File: config.mk
export PLATFORM = sky130hd
export DESIGN_NAME = sata_perr_slot_regs
export DESIGN_NICKNAME = d
export VERILOG_FILES = /design/src/rtl/sata_perr_pkg.sv /design/src/rtl/sata_perr_err_reg.sv /design/src/rtl/sata_perr_slot_reg.sv /design/src/rtl/sata_perr_slot_regs.sv
export SDC_FILE = /design/constraint.sdc
export NUM_CORES = 1
export LEC_CHECK = 0
export BUFFER_PORTS_ARGS = -buffer_cell sky130_fd_sc_hd__buf_4
export CORE_MARGIN = 5
export CORE_UTILIZATION = 42
export CTS_BUF_LIST = sky130_fd_sc_hd__clkbuf_2 sky130_fd_sc_hd__clkbuf_4 sky130_fd_sc_hd__clkbuf_8
export DETAILED_ROUTE_END_ITERATION = 8
export GPL_ROUTABILITY_DRIVEN = 0
export GPL_TIMING_DRIVEN = 1
export PLACE_DENSITY_LB_ADDON = 0.15
export SYNTH_ARGS = -nofsm -noshare
export SYNTH_HDL_FRONTEND = slang
export SYNTH_SLANG_ARGS = --single-unit
File: constraint.sdc
create_clock -name clk -period 1.22 [get_ports clk]
set_input_delay 0.244 -clock clk [delete_from_list [all_inputs] [get_ports clk]]
set_output_delay 0.244 -clock clk [all_outputs]
set_load 0.02 [all_outputs]
File: src/rtl/sata_perr_pkg.sv
// Package: shared constants and types for the port error / active-slot block.
// Assumes a 32-bit register bus and word addressing.
package sata_perr_pkg;
    localparam int REG_W = 32;
    localparam int ERR_WORD = 0;
    localparam int ACT_WORD = 1;

    localparam int BIT_INTERNAL  = 11;
    localparam int BIT_PROTOCOL  = 10;
    localparam int BIT_PERSIST   = 9;
    localparam int BIT_TRANSIENT = 8;
    localparam int BIT_COMM_REC  = 1;
    localparam int BIT_DATA_REC  = 0;

    localparam logic [REG_W-1:0] ERR_IMPL_MASK  = 32'h0000_0F03;
    localparam logic [REG_W-1:0] ERR_FATAL_MASK = 32'h0000_0F00;

    typedef struct packed {
        logic internal_fail;
        logic protocol;
        logic persist_comm;
        logic transient_data;
        logic comm_recovered;
        logic data_recovered;
    } err_evt_t;

    // Places each event on its register bit position.
    function automatic logic [REG_W-1:0] evt_to_vec(input err_evt_t e);
        logic [REG_W-1:0] v;
        v = '0;
        v[BIT_INTERNAL]  = e.internal_fail;
        v[BIT_PROTOCOL]  = e.protocol;
        v[BIT_PERSIST]   = e.persist_comm;
        v[BIT_TRANSIENT] = e.transient_data;
        v[BIT_COMM_REC]  = e.comm_recovered;
        v[BIT_DATA_REC]  = e.data_recovered;
        return v;
    endfunction
endpackage

File: src/rtl/sata_perr_err_reg.sv
// Error register: event-set, write-one-to-clear bits at the implemented
// positions only; reserved positions are constant zero. Set beats clear.
// Raises stop_xfer combinationally from the fatal group.
// Assumes clr_en is a single-cycle qualified bus write to the error word.
module sata_perr_err_reg
    import sata_perr_pkg::*;
(
    input  logic             clk,
    input  logic             rst_n,
    input  err_evt_t         evt,
    input  logic             clr_en,
    input  logic [REG_W-1:0] clr_mask,
    output logic [REG_W-1:0] err_q,
    output logic             stop_xfer
);
    logic [REG_W-1:0] set_vec;

    // Event pulses mapped onto register positions.
    assign set_vec = evt_to_vec(evt);

    for (genvar g = 0; g < REG_W; g++) begin : g_bit
        if (ERR_IMPL_MASK[g]) begin : g_impl
            // One stored error bit: reset, then set has priority over clear.
            always_ff @(posedge clk) begin
                if (!rst_n)
                    err_q[g] <= 1'b0;
                else if (set_vec[g])
                    err_q[g] <= 1'b1;
                else if (clr_en && clr_mask[g])
                    err_q[g] <= 1'b0;
            end
        end else begin : g_rsvd
            assign err_q[g] = 1'b0;
        end
    end

    // Fatal group drives the stop request.
    assign stop_xfer = |(err_q & ERR_FATAL_MASK);

    // every pulsed event is visible in the register on the next cycle.
    a_r2_event_sets: assert property (@(posedge clk) disable iff (!rst_n)
        (set_vec != '0) |=> ((err_q & $past(set_vec)) == $past(set_vec)));

    // a bit can only rise because of an event, never from the bus.
    a_r3_no_soft_set: assert property (@(posedge clk) disable iff (!rst_n)
        1'b1 |=> ((err_q & ~$past(err_q) & ~$past(set_vec)) == '0));

    // a bit can only fall where a clearing write carried a one.
    a_r3_clear_needs_write: assert property (@(posedge clk) disable iff (!rst_n)
        1'b1 |=> (($past(err_q) & ~err_q & ~($past(clr_en) ? $past(clr_mask) : '0)) == '0));

    // stop only drops after a clearing write.
    a_r6_stop_drop_by_write: assert property (@(posedge clk) disable iff (!rst_n)
        $fell(stop_xfer) |-> $past(clr_en));
endmodule

File: src/rtl/sata_perr_slot_reg.sv
// Active-slot register: software write-one-to-set, completion-mask clear,
// set beats clear in the same cycle.
// Assumes SLOTS between 1 and 32 and single-cycle set/done strobes.
module sata_perr_slot_reg #(
    parameter int SLOTS = 32
) (
    input  logic             clk,
    input  logic             rst_n,
    input  logic             set_en,
    input  logic [SLOTS-1:0] set_mask,
    input  logic             done_en,
    input  logic [SLOTS-1:0] done_mask,
    output logic [SLOTS-1:0] act_q
);
    logic [SLOTS-1:0] set_eff;
    logic [SLOTS-1:0] clr_eff;

    // Qualify the set and clear masks by their strobes.
    always_comb begin
        set_eff = set_en  ? set_mask  : '0;
        clr_eff = done_en ? done_mask : '0;
    end

    // Slot state update: retire completed slots, then apply software sets.
    always_ff @(posedge clk) begin
        if (!rst_n)
            act_q <= '0;
        else
            act_q <= (act_q & ~clr_eff) | set_eff;
    end

    // bits rise only where software wrote a one.
    a_r7_rise_needs_set: assert property (@(posedge clk) disable iff (!rst_n)
        1'b1 |=> ((act_q & ~$past(act_q) & ~($past(set_en) ? $past(set_mask) : '0)) == '0));

    // bits fall only where a completion named them.
    a_r8_fall_needs_done: assert property (@(posedge clk) disable iff (!rst_n)
        1'b1 |=> (($past(act_q) & ~act_q & ~($past(done_en) ? $past(done_mask) : '0)) == '0));

    // a concurrent set survives the completion.
    a_r9_set_wins: assert property (@(posedge clk) disable iff (!rst_n)
        (set_en && set_mask != '0) |=> ((act_q & $past(set_mask)) == $past(set_mask)));
endmodule

File: src/rtl/sata_perr_slot_regs.sv
// Top: word-addressed bus decode and read mux over the error register and
// active-slot register of one SATA port.
// Assumes SLOTS <= 32; reads are combinational on bus_addr.
module sata_perr_slot_regs
    import sata_perr_pkg::*;
#(
    parameter int ADDR_W = 4,
    parameter int SLOTS  = 32
) (
    input  logic              clk,
    input  logic              rst_n,
    input  logic              bus_sel,
    input  logic              bus_we,
    input  logic [ADDR_W-1:0] bus_addr,
    input  logic [REG_W-1:0]  bus_wdata,
    output logic [REG_W-1:0]  bus_rdata,
    input  logic              evt_internal_fail,
    input  logic              evt_protocol,
    input  logic              evt_persist_comm,
    input  logic              evt_transient_data,
    input  logic              evt_comm_recovered,
    input  logic              evt_data_recovered,
    input  logic              sdb_valid,
    input  logic [SLOTS-1:0]  sdb_done_mask,
    output logic              stop_xfer
);
    localparam logic [ADDR_W-1:0] A_ERR = ADDR_W'(ERR_WORD);
    localparam logic [ADDR_W-1:0] A_ACT = ADDR_W'(ACT_WORD);

    logic             wr_err;
    logic             wr_act;
    err_evt_t         evt;
    logic [REG_W-1:0] err_q;
    logic [SLOTS-1:0] act_q;
    logic [REG_W-1:0] act_rd;

    // Write decode per register word.
    assign wr_err = bus_sel && bus_we && (bus_addr == A_ERR);
    assign wr_act = bus_sel && bus_we && (bus_addr == A_ACT);

    // Gather event pins into the shared struct.
    assign evt = '{internal_fail:  evt_internal_fail,
                   protocol:       evt_protocol,
                   persist_comm:   evt_persist_comm,
                   transient_data: evt_transient_data,
                   comm_recovered: evt_comm_recovered,
                   data_recovered: evt_data_recovered};

    sata_perr_err_reg u_err (
        .clk      (clk),
        .rst_n    (rst_n),
        .evt      (evt),
        .clr_en   (wr_err),
        .clr_mask (bus_wdata),
        .err_q    (err_q),
        .stop_xfer(stop_xfer)
    );

    sata_perr_slot_reg #(.SLOTS(SLOTS)) u_slot (
        .clk      (clk),
        .rst_n    (rst_n),
        .set_en   (wr_act),
        .set_mask (bus_wdata[SLOTS-1:0]),
        .done_en  (sdb_valid),
        .done_mask(sdb_done_mask),
        .act_q    (act_q)
    );

    // Zero-extend the slot vector to the bus width.
    assign act_rd = REG_W'(act_q);

    // Read mux; unmapped words return zero.
    always_comb begin
        case (bus_addr)
            A_ERR:   bus_rdata = err_q;
            A_ACT:   bus_rdata = act_rd;
            default: bus_rdata = '0;
        endcase
    end

    // reserved error positions never read back as one.
    a_r4_reserved_zero: assert property (@(posedge clk) disable iff (!rst_n)
        (bus_addr == A_ERR) |-> ((bus_rdata & ~ERR_IMPL_MASK) == '0));

    // a fatal event raises stop on the next cycle.
    a_r6_fatal_stops: assert property (@(posedge clk) disable iff (!rst_n)
        (evt_internal_fail || evt_protocol || evt_persist_comm || evt_transient_data) |=> stop_xfer);

    // a write to an unmapped word leaves the error register as it was unless events fire.
    a_r10_unmapped_no_err_clear: assert property (@(posedge clk) disable iff (!rst_n)
        (bus_sel && bus_we && bus_addr != A_ERR) |=> ((err_q & $past(err_q)) == $past(err_q)));
endmodule

; Yosys cells after proc, flatten, opt, wreduce, memory -nomap -nowiden
; Cells that the tools add are included.
[classes]
n_div = 0
n_addsub = 0
eq_ne = 1
n_lt_le_gt_ge = 0
reduce_logical = 17
n_shift = 0
n_mux = 15
bitwise = 3
mul = 0
[ops]
columns = cell, count
row1 = $mux W32, 2
row2 = $pmux W32 S2, 1
row3 = $and A32 B32 Y32, 1
row4 = $not A32 Y32, 1
row5 = $or A32 B32 Y32, 1
row6 = $mux W1, 12
row7 = $reduce_bool A2 Y1, 6
row8 = $logic_and A1 B1 Y1, 9
row9 = $eq A4 B1 Y1 const B, 1
row10 = $logic_not A4 Y1, 1
row11 = $reduce_or A4 Y1, 1
[word_totals]
output_inout_bits = 33
rom_bits = 0
elab_cells = 43
inputBits = 79
mem_bits_rw = 0
regBits = 38
latchBits = 0
n_memories = 0

; Depth between registers and ports, before layout
[depth]
word_depth = 5
mapped_depth = 4
depth_no_buf = 2

; Hierarchy
; From an unflattened synthesis, not the netlist that was laid out.
[unflattened]
hier_cells = 269
hier_area_um2 = 2303.5
[modules_own_cells]
columns = mod, seq_area_each_um2, area_per_inst_um2, n_inst, cells_per_inst
row1 = sata_perr_slot_reg, 640.6, 1346.3, 1, 141
row2 = sata_perr_slot_regs, 0.0, 540.5, 1, 76
row3 = sata_perr_err_reg, 120.1, 416.6, 1, 52

; Worst setup path before layout
; No wires, ideal clock.
[synth_path]
kind = in2out
startpoint = input bus_addr[1]
endpoint = output bus_rdata[0]
n_path_buf = 2
slack_ps = -195
path_stages = 4
required_ps = 976
arrival_ps = 1171
cell_sequence = buf_6 -> nor4b_4 -> buf_6 -> a22o_1
[synth_via]
elab_chain_cells = 2
word_cells_on_any_way = 3
cone_classes = 1 x eq/ne / 1 x mux / 1 x reduce/logical
[synth_lines]
columns = item, line_no
row1 = "start, declared", sata_perr_slot_regs.sv:14  ; input logic [ADDR_W-1:0] bus_addr,
row2 = $eq A4 B1 Y1 / $logic_not A4 Y1 (equally long branches), sata_perr_slot_regs.sv:74  ; case (bus_addr)
row3 = $pmux W32 S2 (*), sata_perr_slot_regs.sv:74
row4 = "end, declared", sata_perr_slot_regs.sv:16  ; output logic [REG_W-1:0] bus_rdata,
; Every way passes the cells marked *; elsewhere a longest branch is shown, timed or not.

; Worst setup path after layout
[layout_path]
startpoint = register u_err.err_q[9]
endpoint = output stop_xfer
[layout_via]
elab_chain_cells = 1
[layout_lines]
columns = item, line_no
row1 = "start, declared", sata_perr_err_reg.sv:13  ; output logic [REG_W-1:0] err_q,
row2 = "start signal, assigned by index", sata_perr_err_reg.sv:26  ; err_q[g] <= 1'b0;
row3 = "start signal, assigned by index", sata_perr_err_reg.sv:28  ; err_q[g] <= 1'b1;
row4 = "start signal, assigned by index", sata_perr_err_reg.sv:30  ; err_q[g] <= 1'b0;
row5 = $reduce_or A4 Y1, sata_perr_err_reg.sv:38  ; assign stop_xfer = |(err_q & ERR_FATAL_MASK);
row6 = "end, declared", sata_perr_slot_regs.sv:25  ; output logic stop_xfer
; Every way passes these cells.

==> results.json <==
{
  "min_path_type": "in -> reg",
  "cap_violations": 0,
  "synthAdderAreaFrac_pct": 0,
  "grt_max_degree": 35,
  "synth_common_cells": "and2_1 (58), nand2_1 (48), dfxtp_1 (38)",
  "endpoint_kind": "primary output",
  "use_met2_pct": 34.41,
  "core_um2": 5042,
  "cts-root-buf": "clkbuf_8",
  "n_fill_cell": 430,
  "worstPathArrival_ns": 1.28,
  "die_area_um2": 6686,
  "multi_input_area_um2": 1359,
  "synth_top_family_by_area": "simple AND/OR/NAND/NOR gates",
  "worst_ep_required_time_ns": 0.98,
  "ys_ff_latch": 38,
  "finalCritPeriodShare_pct": 125.0,
  "seq_area_um2": 763.2,
  "synth-edff-count": 0,
  "grt_pass1_vias": 2153,
  "place_area_um2": 3267,
  "synth.avg_cell_area_um2": 8.758,
  "yosys.area.top_type": "dfxtp_1",
  "finalNetCount": 446,
  "routed_wl_um": 6869,
  "path_clk_slew_ns": 0.07,
  "synth_nets": 326,
  "die_w_um": 81.77,
  "synth_top_area_share_pct": 35.16,
  "finalPower_uw": 2686,
  "setup_ws_ns": -0.3056,
  "synthToLayoutAreaGrowth_pct": 65.65,
  "synth.mux.area_fraction_pct": 0,
  "rows": 26,
  "first_pass_iters": 4,
  "leakage_uw": 0.001524,
  "setup-violations-final": 33,
  "p_per_area_nw_per_um2": 749.5,
  "synth_flop_cell": "dfxtp_1",
  "min_period_ns": 1.526,
  "drt-initial-drc-count": 104,
  "fmax_ghz": 0.6555,
  "synth_area_um2": 2163,
  "grt_overflow_total": 0,
  "fin_setup_tns_ns": -7.091,
  "cts_buffer_depth": 2,
  "slew_headroom_pct": 80.88,
  "status": "finished with violations",
  "synth_warnings": 0,
  "post-synth-top-count-cell": "and2_1",
  "numCtsBuffers": 5,
  "diodes": 0,
  "peakVddDrop_v": 0.0006027,
  "cp_max_fo": 2,
  "drc": 0,
  "vias": 2232,
  "port-buffer-count": 111,
  "rsz0062_at_grt": "true",
  "track_usage_pct": 19.32,
  "ys_top_cells_by_area": "dfxtp_1 (35%), and2_1 (17%), o32ai_2 (11%)",
  "synth_cells": 247,
  "fin_util_pct": 71.07,
  "drive_gt1_share_pct": 53.01,
  "fin_area_um2": 3583,
  "synth_compound_area_share_pct": 22.21,
  "cts_hold_buffers": 0,
  "synth_sequential_area_ratio_pct": 35.16,
  "io_pins": 112,
  "h-tree-depth": 2,
  "clk_latency_ns": 0.28,
  "busiest_layer": "met2",
  "synthSimpleGateAreaFrac_pct": 35.16,
  "synthDistinctLibCells": 23,
  "gr-usage-met1_pct": 22.66,
  "antenna_found_initial": 0,
  "dp_hpwl_um": 4666,
  "start_util_pct": 42.90,
  "wl_per_cell_um": 15.75,
  "async_flop_share_pct": 0,
  "skew_ns": 0,
  "grt_pass1_wl_um": 9984,
  "die_y_um": 81.77,
  "synth-xor-area-share_pct": 0,
  "ant_nets": 0,
  "grtUsageMet3_pct": 5.702,
  "path_class": "reg -> out",
  "worst_pin_slew_ns": 0.2868,
  "start_kind": "register",
  "viasPerCell": 5.119,
  "clock-sinks": 38,
  "hold_viol": 0,
  "failed_checks": "setup timing",
  "cts_tree": "yes",
  "drv_slew": 0
}
-- worst paths after layout --
check | startpoint | endpoint | slack [ns] | cells past startpoint
worst max-delay path | u_err.err_q[9]$_SDFFE_PN0P_ | stop_xfer | -0.31 | 2
worst min-delay path | bus_wdata[11] | u_err.err_q[11]$_SDFFE_PN0P_ | 0.17 | 2
worst max register to register | u_err.err_q[9]$_SDFFE_PN0P_ | u_err.err_q[9]$_SDFFE_PN0P_ | 0.41 | 3
worst min register to register | u_slot.act_q[25]$_SDFF_PN0_ | u_slot.act_q[25]$_SDFF_PN0_ | 0.48 | 2
-- state kept, by name, summed over array words and instances, names as in the netlist --
name,cells
u_slot.act_q,32
u_err.err_q,6
-- where the power goes --
group / internal, uW / total [uW] / leakage [uW] / switching, uW
Combinational: 320 / 547 / 0.00117 / 226
Sequential: 1260 / 1270 / 0.000309 / 13.1
Clock: 436 / 865 / 0.0000431 / 429
Total: 2020 / 2690 / 0.00152 / 668
-- logic make-up after synthesis --
kind of cell	count (synthesis)
simple gates	129
compound gates	50
flops	38
buf+inv	30
-- worst max-delay path, stage by stage, from the launching register on --
cell and delay, ns:
dfxtp_2 0.32, or4_4 0.52, buf_6 0.15
-- what timing repair did --
action                                  CTS  global route
pin swaps                                 4             7
gates cloned                              0             3
endpoints found under the setup margin   33            33
buffers inserted                          1             1
gates resized for setup                  17            26
-- layer usage --
metal	vias to the layer above	routed length, um
met4	0	84
met3	7	541
met1	1034	2729
met2	78	3513
met5	-	0
li1	1113	-
-- final cells by class --
class | instances | area share [%]
sequential | 38 | 21.30
multi-input combinational | 179 | 37.92
inverter | 6 | 0.6285
tap | 70 | 2.444
clock buffer | 6 | 2.304
timing repair buffer | 137 | 35.41
-- through the flow --
stage	setup slack, ns	hold slack (ns)	std cells
after floorplan	-0.1183	0.3773	247
after global placement	-0.2432	0.4632	425
after detailed placement	-0.2539	0.4672	425
after CTS	-0.3109	0.1612	432
after global routing	-0.3391	0.1723	436
final	-0.3056	0.1725	436
-- cells in the final DEF, fill, tap and decap left out, drive strengths merged, types with 6 or more instances in the layout --
cell and count:
a41oi 6, clkbuf 8, o32ai 16, o22ai 16
dfxtp 38, nand2 48, and2 58, a22o 6
buf 135, inv 6, nand4b 16, o21ai 6
Note: power is estimated with default switching activity, not from simulation.
